### src/rtl/txser_pkg.sv
package txser_pkg;

    localparam int LEN_W  = 4;
    localparam int SLOT_W = 3;

    typedef enum logic [2:0] {
        ST_IDLE,
        ST_START,
        ST_DATA,
        ST_PARITY,
        ST_STOP
    } txs_state_t;

    typedef struct packed {
        logic [LEN_W-1:0]  nbits;
        logic [SLOT_W-1:0] stop_halves;
        logic              par_en;
        logic              par_bit;
    } frame_cfg_t;

endpackage

### src/rtl/txser_hold.sv
module txser_hold #(
    parameter int DATA_W = 8
) (
    input  logic              clk,
    input  logic              rst_n,
    input  logic              wr_i,
    input  logic [DATA_W-1:0] wr_data_i,
    input  logic              take_i,
    output logic              full_o,
    output logic [DATA_W-1:0] data_o
);

    logic              full_q;
    logic [DATA_W-1:0] data_q;

    always_ff @(posedge clk or negedge rst_n) begin
        if (!rst_n) begin
            full_q <= 1'b0;
            data_q <= '0;
        end else begin
            if (wr_i) begin
                full_q <= 1'b1;
                data_q <= wr_data_i;
            end else if (take_i) begin
                full_q <= 1'b0;
            end
        end
    end

    always_comb begin
        full_o = full_q;
        data_o = data_q;
    end

    // a write leaves the register occupied on the following cycle
    a_r5_write_fills: assert property (@(posedge clk) disable iff (!rst_n)
        wr_i |=> full_o);

    // the byte is taken only while it is present
    a_r8_take_needs_data: assert property (@(posedge clk) disable iff (!rst_n)
        take_i |-> full_q);

endmodule

### src/rtl/txser_cfg_decode.sv
module txser_cfg_decode
    import txser_pkg::*;
#(
    parameter int DATA_W = 8
) (
    input  logic [5:0]        fmt_i,
    input  logic [DATA_W-1:0] data_i,
    output frame_cfg_t        cfg_o
);

    localparam logic [LEN_W-1:0] MIN_LEN = LEN_W'(DATA_W - 3);

    logic [LEN_W-1:0] nbits;
    logic             ones_odd;

    always_comb begin
        nbits = MIN_LEN + {2'b00, fmt_i[1:0]};
    end

    always_comb begin
        ones_odd = 1'b0;
        for (int i = 0; i < DATA_W; i++) begin
            if (i < int'(nbits)) begin
                ones_odd = ones_odd ^ data_i[i];
            end
        end
    end

    always_comb begin
        cfg_o.nbits = nbits;
        if (!fmt_i[2]) begin
            cfg_o.stop_halves = 3'd2;
        end else if (fmt_i[1:0] == 2'b00) begin
            cfg_o.stop_halves = 3'd3;
        end else begin
            cfg_o.stop_halves = 3'd4;
        end
        cfg_o.par_en = fmt_i[3];
        if (fmt_i[5]) begin
            cfg_o.par_bit = ~fmt_i[4];
        end else if (fmt_i[4]) begin
            cfg_o.par_bit = ones_odd;
        end else begin
            cfg_o.par_bit = ~ones_odd;
        end
    end

endmodule

### src/rtl/txser_fsm.sv
module txser_fsm
    import txser_pkg::*;
#(
    parameter int DATA_W = 8
) (
    input  logic              clk,
    input  logic              rst_n,
    input  logic              tick_i,
    input  logic              hold_full_i,
    input  logic [DATA_W-1:0] hold_data_i,
    input  frame_cfg_t        cfg_i,
    output logic              load_o,
    output logic              busy_o,
    output logic              line_o
);

    txs_state_t        state_q, state_d;
    logic [DATA_W-1:0] shift_q, shift_d;
    logic [LEN_W-1:0]  left_q,  left_d;
    logic [SLOT_W-1:0] slot_q,  slot_d;
    frame_cfg_t        cfg_q,   cfg_d;
    logic [SLOT_W-1:0] limit;
    logic              slot_end;

    always_ff @(posedge clk or negedge rst_n) begin
        if (!rst_n) begin
            state_q <= ST_IDLE;
            shift_q <= '0;
            left_q  <= '0;
            slot_q  <= '0;
            cfg_q   <= '0;
        end else begin
            state_q <= state_d;
            shift_q <= shift_d;
            left_q  <= left_d;
            slot_q  <= slot_d;
            cfg_q   <= cfg_d;
        end
    end

    always_comb begin
        limit    = (state_q == ST_STOP) ? cfg_q.stop_halves : 3'd2;
        slot_end = tick_i && ((slot_q + 3'd1) == limit);
        state_d  = state_q;
        shift_d  = shift_q;
        left_d   = left_q;
        slot_d   = slot_q;
        cfg_d    = cfg_q;
        if (state_q != ST_IDLE && tick_i) begin
            slot_d = slot_end ? '0 : slot_q + 3'd1;
        end
        unique case (state_q)
            ST_IDLE: begin
                if (hold_full_i) begin
                    state_d = ST_START;
                    shift_d = hold_data_i;
                    cfg_d   = cfg_i;
                    slot_d  = '0;
                end
            end
            ST_START: begin
                if (slot_end) begin
                    state_d = ST_DATA;
                    left_d  = cfg_q.nbits;
                end
            end
            ST_DATA: begin
                if (slot_end) begin
                    shift_d = shift_q >> 1;
                    left_d  = left_q - 4'd1;
                    if (left_q == 4'd1) begin
                        state_d = cfg_q.par_en ? ST_PARITY : ST_STOP;
                    end
                end
            end
            ST_PARITY: begin
                if (slot_end) begin
                    state_d = ST_STOP;
                end
            end
            ST_STOP: begin
                if (slot_end) begin
                    state_d = ST_IDLE;
                end
            end
            default: state_d = ST_IDLE;
        endcase
    end

    always_comb begin
        load_o = (state_q == ST_IDLE) && hold_full_i;
        busy_o = (state_q != ST_IDLE);
        unique case (state_q)
            ST_IDLE:   line_o = 1'b1;
            ST_START:  line_o = 1'b0;
            ST_DATA:   line_o = shift_q[0];
            ST_PARITY: line_o = cfg_q.par_bit;
            ST_STOP:   line_o = 1'b1;
            default:   line_o = 1'b1;
        endcase
    end

    // a load opens a frame with a low start bit
    a_r8_load_starts_frame: assert property (@(posedge clk) disable iff (!rst_n)
        load_o |=> (state_q == ST_START && !line_o));

    // without a tick an active frame does not change state
    a_r7_hold_without_tick: assert property (@(posedge clk) disable iff (!rst_n)
        (!tick_i && state_q != ST_IDLE) |=> $stable(state_q));

    // the stop half-bit count stays below the latched stop length
    a_r2_stop_bound: assert property (@(posedge clk) disable iff (!rst_n)
        (state_q == ST_STOP) |-> (slot_q < cfg_q.stop_halves));

    // data bits remaining never exceed the latched length
    a_r1_len_bound: assert property (@(posedge clk) disable iff (!rst_n)
        (state_q == ST_DATA) |-> (left_q != 4'd0 && left_q <= cfg_q.nbits));

endmodule

### src/rtl/async_tx_serializer.sv
module async_tx_serializer
    import txser_pkg::*;
#(
    parameter int DATA_W = 8
) (
    input  logic              clk,
    input  logic              rst_n,
    input  logic [6:0]        line_cfg,
    input  logic              tick,
    input  logic              wr_en,
    input  logic [DATA_W-1:0] wr_data,
    output logic              txd,
    output logic              hold_empty,
    output logic              tx_empty
);

    logic              hold_full;
    logic [DATA_W-1:0] hold_data;
    logic              load;
    logic              busy;
    logic              line;
    frame_cfg_t        cfg_now;

    txser_hold #(.DATA_W(DATA_W)) hold_i (
        .clk       (clk),
        .rst_n     (rst_n),
        .wr_i      (wr_en),
        .wr_data_i (wr_data),
        .take_i    (load),
        .full_o    (hold_full),
        .data_o    (hold_data)
    );

    txser_cfg_decode #(.DATA_W(DATA_W)) dec_i (
        .fmt_i  (line_cfg[5:0]),
        .data_i (hold_data),
        .cfg_o  (cfg_now)
    );

    txser_fsm #(.DATA_W(DATA_W)) fsm_i (
        .clk         (clk),
        .rst_n       (rst_n),
        .tick_i      (tick),
        .hold_full_i (hold_full),
        .hold_data_i (hold_data),
        .cfg_i       (cfg_now),
        .load_o      (load),
        .busy_o      (busy),
        .line_o      (line)
    );

    always_comb begin
        txd        = line_cfg[6] ? 1'b0 : line;
        hold_empty = ~hold_full;
        tx_empty   = ~hold_full & ~busy;
    end

    // nothing pending means the holding register is empty too
    a_r6_empty_order: assert property (@(posedge clk) disable iff (!rst_n)
        tx_empty |-> hold_empty);

    // an idle engine without break drives the line high
    a_r7_idle_high: assert property (@(posedge clk) disable iff (!rst_n)
        (!busy && !line_cfg[6]) |-> txd);

    // a write clears the empty flag on the next cycle
    a_r5_write_clears: assert property (@(posedge clk) disable iff (!rst_n)
        wr_en |=> !hold_empty);

endmodule

### config.mk
export PLATFORM = sky130hd
export DESIGN_NAME = async_tx_serializer
export DESIGN_NICKNAME = d
export VERILOG_FILES = /design/src/rtl/txser_pkg.sv /design/src/rtl/txser_hold.sv /design/src/rtl/txser_cfg_decode.sv /design/src/rtl/txser_fsm.sv /design/src/rtl/async_tx_serializer.sv
export SDC_FILE = /design/constraint.sdc
export NUM_CORES = 1
export LEC_CHECK = 0
export ABC_AREA = 1
export CORE_MARGIN = 3
export CORE_UTILIZATION = 45
export CTS_CLUSTER_DIAMETER = 80
export CTS_CLUSTER_SIZE = 16
export DETAILED_ROUTE_END_ITERATION = 6
export PLACE_DENSITY = 0.67
export SYNTH_ARGS = -nofsm -noshare
export SYNTH_HDL_FRONTEND = slang
export SYNTH_SLANG_ARGS = --single-unit
### constraint.sdc
create_clock -name clk -period 1.8 [get_ports clk]
set_clock_uncertainty 0.05 [all_clocks]
set_input_delay 0.36 -clock clk [delete_from_list [all_inputs] [get_ports clk]]
set_output_delay 0.36 -clock clk [all_outputs]
set_load 0.02 [all_outputs]
* Yosys cells after proc, flatten, opt, wreduce, memory -nomap -nowiden
Index checks and enable logic that the tools add are counted.
** Cells by class
- Muxes and demuxes :: 35
- $lt $le $gt $ge :: 8
- Add/sub/neg operators :: 3
- Reduce and logical (&&, ||, !) cells :: 13
- Eq/ne operators :: 12
- Bitwise operators :: 12
** Operators by type and width (number)
- 2-to-1 mux 3 bit :: 14
- < comparator 3 x 4 -> 1 bit, first input constant :: 4
- 2-to-1 mux 8 bit :: 2
- one-hot mux 8 bit (2 select lines) :: 1
- one-hot mux 3 bit (5 select lines) :: 1
- 2-to-1 mux 1 bit :: 13
- != test 2 x 1 -> 1 bit, second input constant :: 5
- < comparator 1 x 4 -> 1 bit, first input constant :: 2
- < comparator 2 x 4 -> 1 bit, first input constant :: 2
- 2-to-1 mux 4 bit :: 2
- one-hot mux 4 bit (2 select lines) :: 1
- bitwise XOR 1 bit :: 7
- == test 3 x 2 -> 1 bit, second input constant :: 2
- AND reduction 3 bit :: 2
- AND reduction 6 bit :: 1
- nonzero test 2 bit :: 3
- adder 3 x 2 -> 4 bit, first input constant :: 1
- == test 4 x 1 -> 1 bit, second input constant :: 1
- inverter 1 bit :: 4
- subtractor 4 x 1 -> 4 bit, second input constant :: 1
- adder 3 x 1 -> 3 bit, second input constant :: 1
- == test 3 x 1 -> 1 bit, second input constant :: 1
- == test 3 bit :: 1
- == test 3 bit, second input constant :: 1
- 8 further kinds :: 10
** Storage, ports and cells
- Input port bits :: 19
- Register bits after elaboration :: 36
- Output and inout bits :: 3
- Word-level logic and storage cells :: 93

* Depth between registers and ports, before layout
Gate-level depths: netlist of the first run.
- Depth after elaboration :: 20
- Mapped depth :: 15
- Depth with buffers taken out :: 15

* Cells and area by module
Synthesis of the first run repeated with hierarchy kept, for this count alone.
** Second synthesis, totals
- Cell total of the unflattened synthesis :: 298
- Area total of the unflattened synthesis :: 2125.8 um^2
** By module, submodules not included
- txser_fsm :: area each 1529.0 um^2, instances 1, cells each 209, sequential area each 675.6 um^2
- txser_hold :: area each 341.6 um^2, instances 1, cells each 38, sequential area each 225.2 um^2
- txser_cfg_decode :: area each 237.7 um^2, instances 1, cells each 47, sequential area each 0.0 um^2
- async_tx_serializer :: area each 17.5 um^2, instances 1, cells each 4, sequential area each 0.0 um^2

* Worst setup path after synthesis of the first run
No wires, ideal clock.
- Path kind :: register to output
- Start point :: reg fsm_i.state_q[2]
- End point :: out txd
- Arrival time :: 1.285 ns
- Setup slack :: 0.105 ns
- Buffers on the path :: 0
- Stages on the path, launching flop included :: 6
- Data required time :: 1.390 ns
- Cells stage by stage :: dfrtp_1 > nor2_2 > nand2_1 > inv_1 > nand2_1 > a31oi_1
** Between the ends
- Longest elaborated chain between the ends :: 3
- Elaborated cells between the ends (all ways) :: 5
- Those cells by class :: eq/ne: 3; mux: 2
** RTL lines
- from (decl) :: RTL line txser_fsm.sv:17 : txs_state_t state_q, state_d;
- from (signal assigned) :: RTL line txser_fsm.sv:33 : state_q <= state_d;
- == test 3 x 2 -> 1 bit or == test 3 x 1 -> 1 bit (tied branches) :: RTL line txser_fsm.sv:93 : unique case (state_q)
- one-hot mux 1 bit (3 select lines) * :: RTL line txser_fsm.sv:93
- 2-to-1 mux 1 bit * :: RTL line async_tx_serializer.sv:53 : txd = line_cfg[6] ? 1'b0 : line;
- to (decl) :: RTL line async_tx_serializer.sv:12 : output logic txd,
Every way passes the cells marked *; elsewhere a longest branch is shown, timed or not.

* Worst setup path after layout of the first run
- Start point :: reg fsm_i.state_q[1]
- End point :: out txd
The elaborated chain is that of the path after synthesis.

==> flow_summary_export.csv, run 1 <==
group,metric,value,unit
global_routing,antenna_found_initial,0,
clock_network,cts-buffers-inserted,5,
cells_and_area,count_of_filler_cells_inserted_in_the_layout,380,
timing,worst_slew_pin_slew,0.312,ns
flow_run,max_cap_viol_count,0,
clock_network,clk-insertion-delay-late,0.29,ns
route,wl_per_cell,11.4,um
synthesis,ys_seq_elements,36,
setup_path,rr_startpoint,"fsm_i.state_q[1]$_DFFE_PN0P_",
cells_and_area,layout.nets,330,
clock_network,cts_h_tree_lvls,2,
clock_network,clockBufferDepth,2,
place,placedInstanceArea,2360,um^2
place,cells_after_dpl,346,
setup_path,crit_path_cell_chain,"buf_4, nor2_4, nor2_1, a31oi_2, buf_4",
place,numPortBuffers,21,
place,finalWeightedCongestion,0.814,
setup_path,crit_arrival,1.36,ns
cells_and_area,insertedDiodeCount,0,
route,drt_iter0_markers,77,
cells_and_area,post_layout_nonfiller_instances,355,
cells_and_area,multi_input_area,963,um^2
clock_network,post_cts_clock_slew_at_the_launch_and_capture_registers_of_the_worst_setup_and_hold_paths,0.07,ns
global_routing,met1_track_demand_over_resource_in_global_routing,21.0,%
power_and_ir_drop,total_power,3.63,mW
setup_path,worstSetupPathType,"flip-flop to primary output",
status,run_status,"completed",
synthesis,post_synth_instance_area,1950,um^2
floorplan,die_x,71.8,um
cells_and_area,seq_area,902,um^2
power_and_ir_drop,vdd_drop_max,0.000555,V
cells_and_area,final_common_cell,"nand2_1",
floorplan,die_y,71.8,um
cells_and_area,design_area,2540,um^2
timing,max_slew_headroom_at_the_worst_pin,79.2,%
setup_path,largest_fanout_of_any_net_on_the_critical_path,3,
cells_and_area,area_growth,30.7,%
place,dpl_worst_slack,-0.349,ns
synthesis,synth_area_leaders,"dfrtp_1 (46%), nand2_1 (17%), o21ai_0 (8.0%)",
synthesis,synth.distinct_cells,23,
clock_network,postCtsHoldBufs,0,
route,dr_total_vias,1721,
global_routing,globalRouteMet3Util,4.77,%
floorplan,start_util,47.6,%
synthesis,synth_largest_area_cell,"dfrtp_1",
floorplan,die-area,5150,um^2
timing,final-hold-violation-count,0,
clock_network,clock_sink_count,36,
timing,rsz_0062_raised_after_global_routing,"yes",
hold_path,worst_hold_path_type,"primary input to async pin",
setup_path,crit_path_end_kind,"primary output",
timing,final_period_util,98.1,%
timing,worst_hold_slack,0.384,ns
timing,layout_min_cycle_time,1.77,ns
cells_and_area,most_frequent_cells_in_the_layout,"nand2_1 (83), dfrtp_1 (35), inv_1 (31), o21ai_0 (28), buf_4 (22)",
setup_path,ff2ff_path_depth,12,
global_routing,grt_busiest_layer,"met2",
synthesis,syn-num-nets,284,
synthesis,synth_top_area_share,46.3,%
power_and_ir_drop,power_density,1420,nW/um^2
setup_path,endpoint_required_time_on_the_critical_path,1.39,ns
cells_and_area,drive_above_1_share,19.0,%
timing,final.setup.tns,0,ns
route,drt.antenna.violating_nets,0,
synthesis,synth.yosys.seq_area_share,46.3,%
setup_path,setup.worst_path.start,"fsm_i.state_q[1]$_DFFE_PN0P_",
setup_path,critical_path.max_stage_delay,0.39,ns
route,post_drt_via_cell_ratio,4.85,
timing,setup_viol,0,
timing,fmaxAchievable,567,MHz
synthesis,synthesis.area_per_instance,7.52,um^2
timing,final.setup.worst_slack,0.0349,ns
global_routing,grt_max_degree,37,
clock_network,clock-root-buffer,"clkbuf_8",
global_routing,grt_util_met2,26.3,%
floorplan,floorplan.core_area,4090,um^2
setup_path,r2r_slack,0.08,ns
setup_path,critical_path.most_common_cell,"buf_4",
synthesis,total_of_warnings_raised_by_yosys,0,
route,detail_route.first_pass.iterations,4,
global_routing,grt_pass1_wl,6630,um
place,dp_hpwl,2990,um
floorplan,boundary_pins,22,
cells_and_area,finished_core_util,62.3,%
clock_network,clock_tree_from_tritoncts,"built",
setup_path,critical_path.endpoint,"txd",
global_routing,via_count_of_the_first_global_routing_pass,1511,
setup_path,timing.rr.end,"fsm_i.left_q[0]$_DFFE_PN0P_",
synthesis,post_synth_inst_count,259,
global_routing,grt_util_all_layers,16.9,%
timing,slew_viol_final,0,
power_and_ir_drop,cellLeakagePower,1.31,nW
route,drt-total-wl,4050,um
setup_path,timing.critical_path.from_type,"flip-flop",
route,drc,0,
global_routing,gr-total-overflow,0,
setup_path,cpMaxStageDelayCell,"dfrtp_1",
floorplan,rows,23,
==> synthesized netlist by cell type, drive strengths merged <==
cell type  number
o21a            2
xnor2           2
clkbuf          3
xor2            1
nand3          21
a31oi           1
a21oi           6
o22ai           1
ha              6
dfrtp          36
nand2          91
inv            37
o21ai          37
buf             2
nor2           13
==> cell type report <==
type / count / share of cell area (%)
repair buffers: 44 / 15.6
multi-input cells: 181 / 37.9
inverters: 37 / 5.56
well taps: 50 / 2.46
flip-flops and latches: 36 / 35.4
clock buffers: 6 / 2.85
clock inverters: 1 / 0.197
==> sequential cells by signal, indices dropped and copies added, names as in the netlist <==
signal	flops
fsm_i.cfg_q	9
fsm_i.shift_q	8
hold_i.data_o	8
fsm_i.left_q	4
fsm_i.slot_q	3
fsm_i.state_q	3
hold_i.full_o	1
==> logic make-up (layout without fill, tap and decap cells) <==
logic type / count (synthesis) / count (layout) / share of synthesized area [%]
adder cells (fa/ha/maj): 6 / 6 / 3.86
AND/OR/NAND/NOR: 125 / 125 / 26.7
AO/OA/AOI/OAI: 47 / 47 / 13.2
flip-flops: 36 / 36 / 46.3
XOR/XNOR: 3 / 3 / 1.35
buffers and inverters: 42 / 88 / 8.55
==> power by group <==
part	leakage [nW]	switching, mW	internal [mW]	total [mW]
clock network	0.0410	0.281	0.263	0.544
registers	0.443	0.183	1.11	1.29
logic	0.824	1.03	0.760	1.79
total	1.31	1.50	2.13	3.63
==> worst max-delay path, delay by kind of cell, from the launching register on <==
kind                   cells  cell delay [ns]
buffers and inverters      2             0.31
AND/OR/NAND/NOR            2             0.19
AO/OA/AOI/OAI              1             0.18
flip-flops                 1             0.39
==> metal layers <==
layer	vias to the layer above	wire length, um	share of wire, %
li1	905	-	-
met1	775	1900	47
met2	33	1860	46
met3	8	195	4.8
met4	0	98	2.4
met5	-	0	0
==> worst min-delay path by stage <==
stage | from | endpoint | slack, ns | depth (start not counted)
2_1_floorplan | rst_n | fsm_i.cfg_q[0]$_DFFE_PN0P_ | 0.01 | 0
3_3_place_gp | fsm_i.cfg_q[6]$_DFFE_PN0P_ | fsm_i.cfg_q[6]$_DFFE_PN0P_ | 0.42 | 2
3_5_place_dp | fsm_i.cfg_q[6]$_DFFE_PN0P_ | fsm_i.cfg_q[6]$_DFFE_PN0P_ | 0.42 | 2
4_1_cts | rst_n | fsm_i.left_q[2]$_DFFE_PN0P_ | 0.39 | 2
5_1_grt | rst_n | fsm_i.left_q[2]$_DFFE_PN0P_ | 0.41 | 2
6_report | rst_n | fsm_i.left_q[2]$_DFFE_PN0P_ | 0.38 | 2
==> timing repair <==
action	CTS	global route
gates cloned	0	0
setup buffers	0	2
endpoints found under the hold margin	0	0
gates resized for setup	12	33
endpoints found under the setup margin	4	23
pin swaps	0	12
Note: power is estimated with default switching activity, not from simulation.
==> run 2, diff against run 1 <==
CORE_MARGIN = 2   (was 3)
clock period = 1.85 ns   (was 1.8 ns; I/O delays follow)
==> run 2 against run 1 <==
Final cell count up 0.85%. Non-clock buffer count up 2. Hold slack worse by 0.10 ns. Critical endpoint unchanged. Largest power group unchanged. Highest routed layer unchanged.
==> flow_summary_export.csv, run 2 (synthesis results as in run 1) <==
group,metric,value,unit
hold_path,worst_hold_path_type,"primary input to flip-flop",
setup_path,worstSetupPathType,"flip-flop to primary output",
timing,max_slew_headroom_at_the_worst_pin,70.0,%
power_and_ir_drop,power.clock.fraction,20.6,%
route,wl_per_cell,12.1,um
setup_path,rr_startpoint,"fsm_i.state_q[1]$_DFFE_PN0P_",
power_and_ir_drop,total_power,3.77,mW
power_and_ir_drop,vdd_drop_max,0.000620,V
setup_path,endpoint_required_time_on_the_critical_path,1.43,ns
cells_and_area,final_common_cell,"nand2_1",
floorplan,die_x,69.8,um
cells_and_area,area_growth,32.4,%
clock_network,clock_tree_from_tritoncts,"built",
clock_network,clock_sink_count,36,
place,dp_hpwl,3170,um
setup_path,crit_path_end_kind,"primary output",
route,post_drt_via_cell_ratio,4.87,
clock_network,post_cts_clock_slew_at_the_launch_and_capture_registers_of_the_worst_setup_and_hold_paths,0.08,ns
clock_network,cts_h_tree_lvls,2,
cells_and_area,largest_register_ffs,9,
power_and_ir_drop,power.net_switching,1.47,mW
cells_and_area,insertedDiodeCount,0,
global_routing,antenna_found_initial,0,
clock_network,clockBufferDepth,2,
setup_path,timing.critical_path.from_type,"flip-flop",
floorplan,rows,23,
place,numPortBuffers,21,
place,finalWeightedCongestion,0.853,
cells_and_area,post_layout_nonfiller_instances,358,
setup_path,timing.rr.end,"fsm_i.left_q[0]$_DFFE_PN0P_",
setup_path,crit_arrival,1.38,ns
timing,final.setup.tns,0,ns
floorplan,die_y,69.8,um
setup_path,r2r_slack,0.13,ns
global_routing,grt_pass1_wl,7430,um
timing,slew_viol_final,0,
global_routing,grt_max_degree,37,
cells_and_area,count_of_filler_cells_inserted_in_the_layout,364,
power_and_ir_drop,sw_frac_of_total,39.2,%
cells_and_area,layout.nets,332,
place,cells_after_dpl,347,
power_and_ir_drop,cellLeakagePower,1.35,nW
cells_and_area,most_frequent_cells_in_the_layout,"nand2_1 (85), dfrtp_1 (36), inv_1 (33), o21ai_0 (28), buf_4 (25)",
setup_path,ff2ff_path_depth,12,
timing,final-hold-violation-count,0,
timing,fmaxAchievable,556,MHz
power_and_ir_drop,pwr-share-seq,32.9,%
route,drt_iter0_markers,79,
timing,worst_hold_slack,0.284,ns
timing,worst_slew_pin_slew,0.450,ns
cells_and_area,multi_input_area,941,um^2
hold_path,min-delay-start,"line_cfg[0]",
cells_and_area,largest_register_by_flop_count,"fsm_i.cfg_q",
global_routing,grt_util_all_layers,19.2,%
route,drt.antenna.violating_nets,0,
clock_network,clock-root-buffer,"clkbuf_8",
route,drc,0,
floorplan,floorplan.core_area,4090,um^2
route,dr_total_vias,1745,
setup_path,largest_fanout_of_any_net_on_the_critical_path,2,
route,drt-total-wl,4340,um
flow_run,max_cap_viol_count,0,
floorplan,start_util,47.6,%
global_routing,via_count_of_the_first_global_routing_pass,1720,
cells_and_area,drive_above_1_share,19.2,%
timing,setup_viol,0,
floorplan,boundary_pins,22,
floorplan,die-area,4870,um^2
power_and_ir_drop,power_frac_comb,46.5,%
hold_path,worstHoldEndpoint,"fsm_i.cfg_q[5]$_DFFE_PN0P_",
hold_path,whs_path_depth,2,
status,run_status,"completed",
power_and_ir_drop,p_int,2.29,mW
timing,layout_min_cycle_time,1.80,ns
timing,final_period_util,97.2,%
timing,rsz_0062_raised_after_global_routing,"yes",
global_routing,gr-total-overflow,0,
cells_and_area,finished_core_util,63.1,%
route,detail_route.first_pass.iterations,4,
clock_network,clk-insertion-delay-late,0.30,ns
clock_network,cts-buffers-inserted,5,
cells_and_area,seq_area,901,um^2
power_and_ir_drop,power_density,1460,nW/um^2
-- run 2: area by class of cell --
type,count,share of cell area (%)
Sequential cell,36,35.0
Multi-Input combinational cell,181,36.5
Timing Repair Buffer,46,15.8
Tap cell,50,2.43
Clock buffer,7,3.74
Clock inverter,1,1.17
Inverter,37,5.39
-- run 2: how the worst max path moves through the flow --
stage | slack [ns] | startpoint | end | cells after the start
2_1_floorplan | 0.14 | fsm_i.state_q[2]$_DFFE_PN0P_ | txd | 5
5_1_grt | -0.05 | fsm_i.state_q[1]$_DFFE_PN0P_ | txd | 6
3_5_place_dp | -0.26 | line_cfg[0] | fsm_i.cfg_q[0]$_DFFE_PN0P_ | 15
3_3_place_gp | -0.17 | line_cfg[0] | fsm_i.cfg_q[0]$_DFFE_PN0P_ | 13
4_1_cts | 0.002 | fsm_i.state_q[1]$_DFFE_PN0P_ | fsm_i.left_q[0]$_DFFE_PN0P_ | 13
6_report | 0.05 | fsm_i.state_q[1]$_DFFE_PN0P_ | txd | 6
-- run 2: timing repair --
action	4_1_cts	5_1_grt
hold buffers	0	0
gates resized for setup	10	26
setup buffers	2	2
pin swaps	2	10
endpoints found under the setup margin	4	20
-- run 2: power groups by stage --
| stage | logic (mW) | registers [mW] | clock network, mW |
|---|---|---|---|
| global placement | 1.59 | 1.23 | 0 |
| detailed placement | 1.63 | 1.24 | 0 |
| global route | 1.97 | 1.27 | 0.836 |
| CTS | 1.64 | 1.22 | 0.790 |
| finish | 1.75 | 1.24 | 0.778 |
| floorplan | 1.05 | 1.21 | 0 |
-- run 2: routing by layer --
layer	global-route usage, %	vias to the layer above	part of all wire, %
li1	-	908	-
met1	24.1	801	48
met2	30.6	27	47
met3	4.94	9	2.9
met4	9.19	0	2.4
met5	0	-	0
-- run 2: worst max-delay path: stages, from the launching register on --
cell and delay (ns):
dfrtp_1 0.37, inv_1 0.09, nor2_4 0.13, buf_4 0.12, nand3_1 0.06, a31oi_1 0.16
buf_4 0.16
-- run 2: through the flow --
| stage | worst slack (ns) | cell area, um^2 |
|---|---|---|
| 6_report | 0.0517 | 2580 |
| 5_1_grt | -0.0454 | 2580 |
| 4_1_cts | 0.00181 | 2490 |
| 3_5_place_dp | -0.258 | 2360 |
| 3_3_place_gp | -0.169 | 2360 |
| 2_1_floorplan | 0.145 | 1950 |
==> run 3, diff against run 2 <==
CORE_UTILIZATION = 55   (was 45)
PLACE_DENSITY = 0.79   (was 0.67)
==> run 3 against run 2 <==
The run now ends with setup timing left. Critical path depth down 1. Global-route usage up 4.9 points. Flip-flop and latch count unchanged. Hold slack better by 0.094 ns. Critical path type unchanged. Combinational power up 3%. First-iteration DRC count up 29%.
==> flow_summary_export.csv, run 3 (synthesis results as in run 1) <==
group,metric,value,unit
power_and_ir_drop,vdd_drop_max,0.000832,V
cells_and_area,drive_above_1_share,19.2,%
clock_network,clock_tree_from_tritoncts,"built",
timing,worst_hold_slack,0.378,ns
setup_path,endpoint_required_time_on_the_critical_path,1.43,ns
power_and_ir_drop,total_power,3.51,mW
timing,final.setup.tns,-0.0235,ns
setup_path,crit_path_end_kind,"primary output",
cells_and_area,post_layout_nonfiller_instances,354,
power_and_ir_drop,power_density,1400,nW/um^2
clock_network,clock_sink_count,36,
global_routing,antenna_found_initial,0,
route,wl_per_cell,12.3,um
clock_network,clock-root-buffer,"clkbuf_4",
cells_and_area,most_frequent_cells_in_the_layout,"nand2_1 (86), dfrtp_1 (36), inv_1 (30), o21ai_0 (28), buf_4 (23)",
floorplan,die_y,63.5,um
clock_network,clk-insertion-delay-late,0.35,ns
place,dpl_worst_slack,-0.245,ns
route,drc,0,
timing,final.setup.worst_slack,-0.0235,ns
clock_network,cts-buffers-inserted,5,
status,failed_checks,"setup timing",
setup_path,timing.critical_path.from_type,"flip-flop",
global_routing,grt_util_all_layers,24.0,%
timing,worst_slew_pin_slew,0.464,ns
setup_path,crit_arrival,1.45,ns
clock_network,cts_h_tree_lvls,2,
cells_and_area,finished_core_util,74.6,%
timing,final-hold-violation-count,0,
place,cells_after_dpl,338,
cells_and_area,layout.nets,333,
cells_and_area,largest_register_by_flop_count,"fsm_i.cfg_q",
route,dr_total_vias,1776,
place,dp_hpwl,2960,um
timing,final_period_util,101,%
setup_path,largest_fanout_of_any_net_on_the_critical_path,3,
cells_and_area,area_growth,28.9,%
clock_network,postCtsHoldBufs,0,
clock_network,post_cts_clock_slew_at_the_launch_and_capture_registers_of_the_worst_setup_and_hold_paths,0.12,ns
cells_and_area,largest_register_ffs,9,
route,drt-total-wl,4360,um
setup_path,worstSetupPathType,"flip-flop to primary output",
global_routing,grt_max_degree,37,
timing,setup_viol,1,
clock_network,clockBufferDepth,2,
timing,fmaxAchievable,534,MHz
timing,max_slew_headroom_at_the_worst_pin,69.1,%
floorplan,start_util,57.9,%
route,drt_iter0_markers,102,
global_routing,via_count_of_the_first_global_routing_pass,1731,
cells_and_area,design_area,2510,um^2
flow_run,max_cap_viol_count,0,
hold_path,worst_hold_path_type,"primary input to async pin",
cells_and_area,insertedDiodeCount,0,
place,placedInstanceArea,2310,um^2
cells_and_area,final_common_cell,"nand2_1",
floorplan,boundary_pins,22,
place,numPortBuffers,21,
global_routing,grt_pass1_wl,7600,um
place,finalWeightedCongestion,0.894,
timing,rsz_0062_raised_after_global_routing,"yes",
timing,layout_min_cycle_time,1.87,ns
timing,slew_viol_final,0,
status,run_status,"finished, violations left",
floorplan,die-area,4030,um^2
floorplan,die_x,63.5,um
route,detail_route.first_pass.iterations,4,
route,post_drt_via_cell_ratio,5.02,
floorplan,floorplan.core_area,3360,um^2
route,drt.antenna.violating_nets,0,
floorplan,rows,21,
power_and_ir_drop,cellLeakagePower,1.30,nW
global_routing,gr-total-overflow,0,
[run 3: final timing paths]
check | endpoint | cells after the start | startpoint | slack (ns)
min reg2reg | fsm_i.cfg_q[0]$_DFFE_PN0P_ | 2 | fsm_i.cfg_q[0]$_DFFE_PN0P_ | 0.44
max in group asynchronous | fsm_i.left_q[0]$_DFFE_PN0P_ | 2 | rst_n | 1.04
max reg2reg | fsm_i.left_q[2]$_DFFE_PN0P_ | 13 | fsm_i.state_q[1]$_DFFE_PN0P_ | 0.01
max | txd | 5 | fsm_i.state_q[2]$_DFFE_PN0P_ | -0.02
min in group clk | fsm_i.cfg_q[0]$_DFFE_PN0P_ | 2 | fsm_i.cfg_q[0]$_DFFE_PN0P_ | 0.44
min | fsm_i.cfg_q[6]$_DFFE_PN0P_ | 2 | rst_n | 0.38
[run 3: layout make-up]
type	instances	area (um^2)
Multi-Input combinational cell	182	937
Sequential cell	36	901
Fill cell	272	855
Timing Repair Buffer	46	407
Inverter	37	141
Clock buffer	7	65.1
Tap cell	46	57.6
[run 3: what timing repair did]
action,4_1_cts,5_1_grt
pin swaps,6,9
buffers inserted,5,3
endpoints found under the setup margin,5,23
gates cloned,0,1
gates resized for setup,15,23
[run 3: worst max-delay path: stages (launching register included)]
cell,delay (ns)
dfrtp_1,0.42
buf_4,0.15
buf_4,0.15
nor2_2,0.12
a31oi_1,0.09
buf_4,0.16
[run 3: power by group]
group / total (mW) / internal, mW / switching [mW]
Sequential: 1.24 / 1.07 / 0.165
Clock: 0.476 / 0.216 / 0.261
Combinational: 1.80 / 0.751 / 1.05
[run 3: layer usage]
| layer | global-route usage [%] | wire length, um | vias up |
|---|---|---|---|
| met5 | 0 | 0 | - |
| met4 | 8.42 | 76 | 0 |
| met3 | 6.61 | 151 | 8 |
| met2 | 39.2 | 2140 | 35 |
| met1 | 30.6 | 1990 | 817 |
| li1 | - | - | 916 |
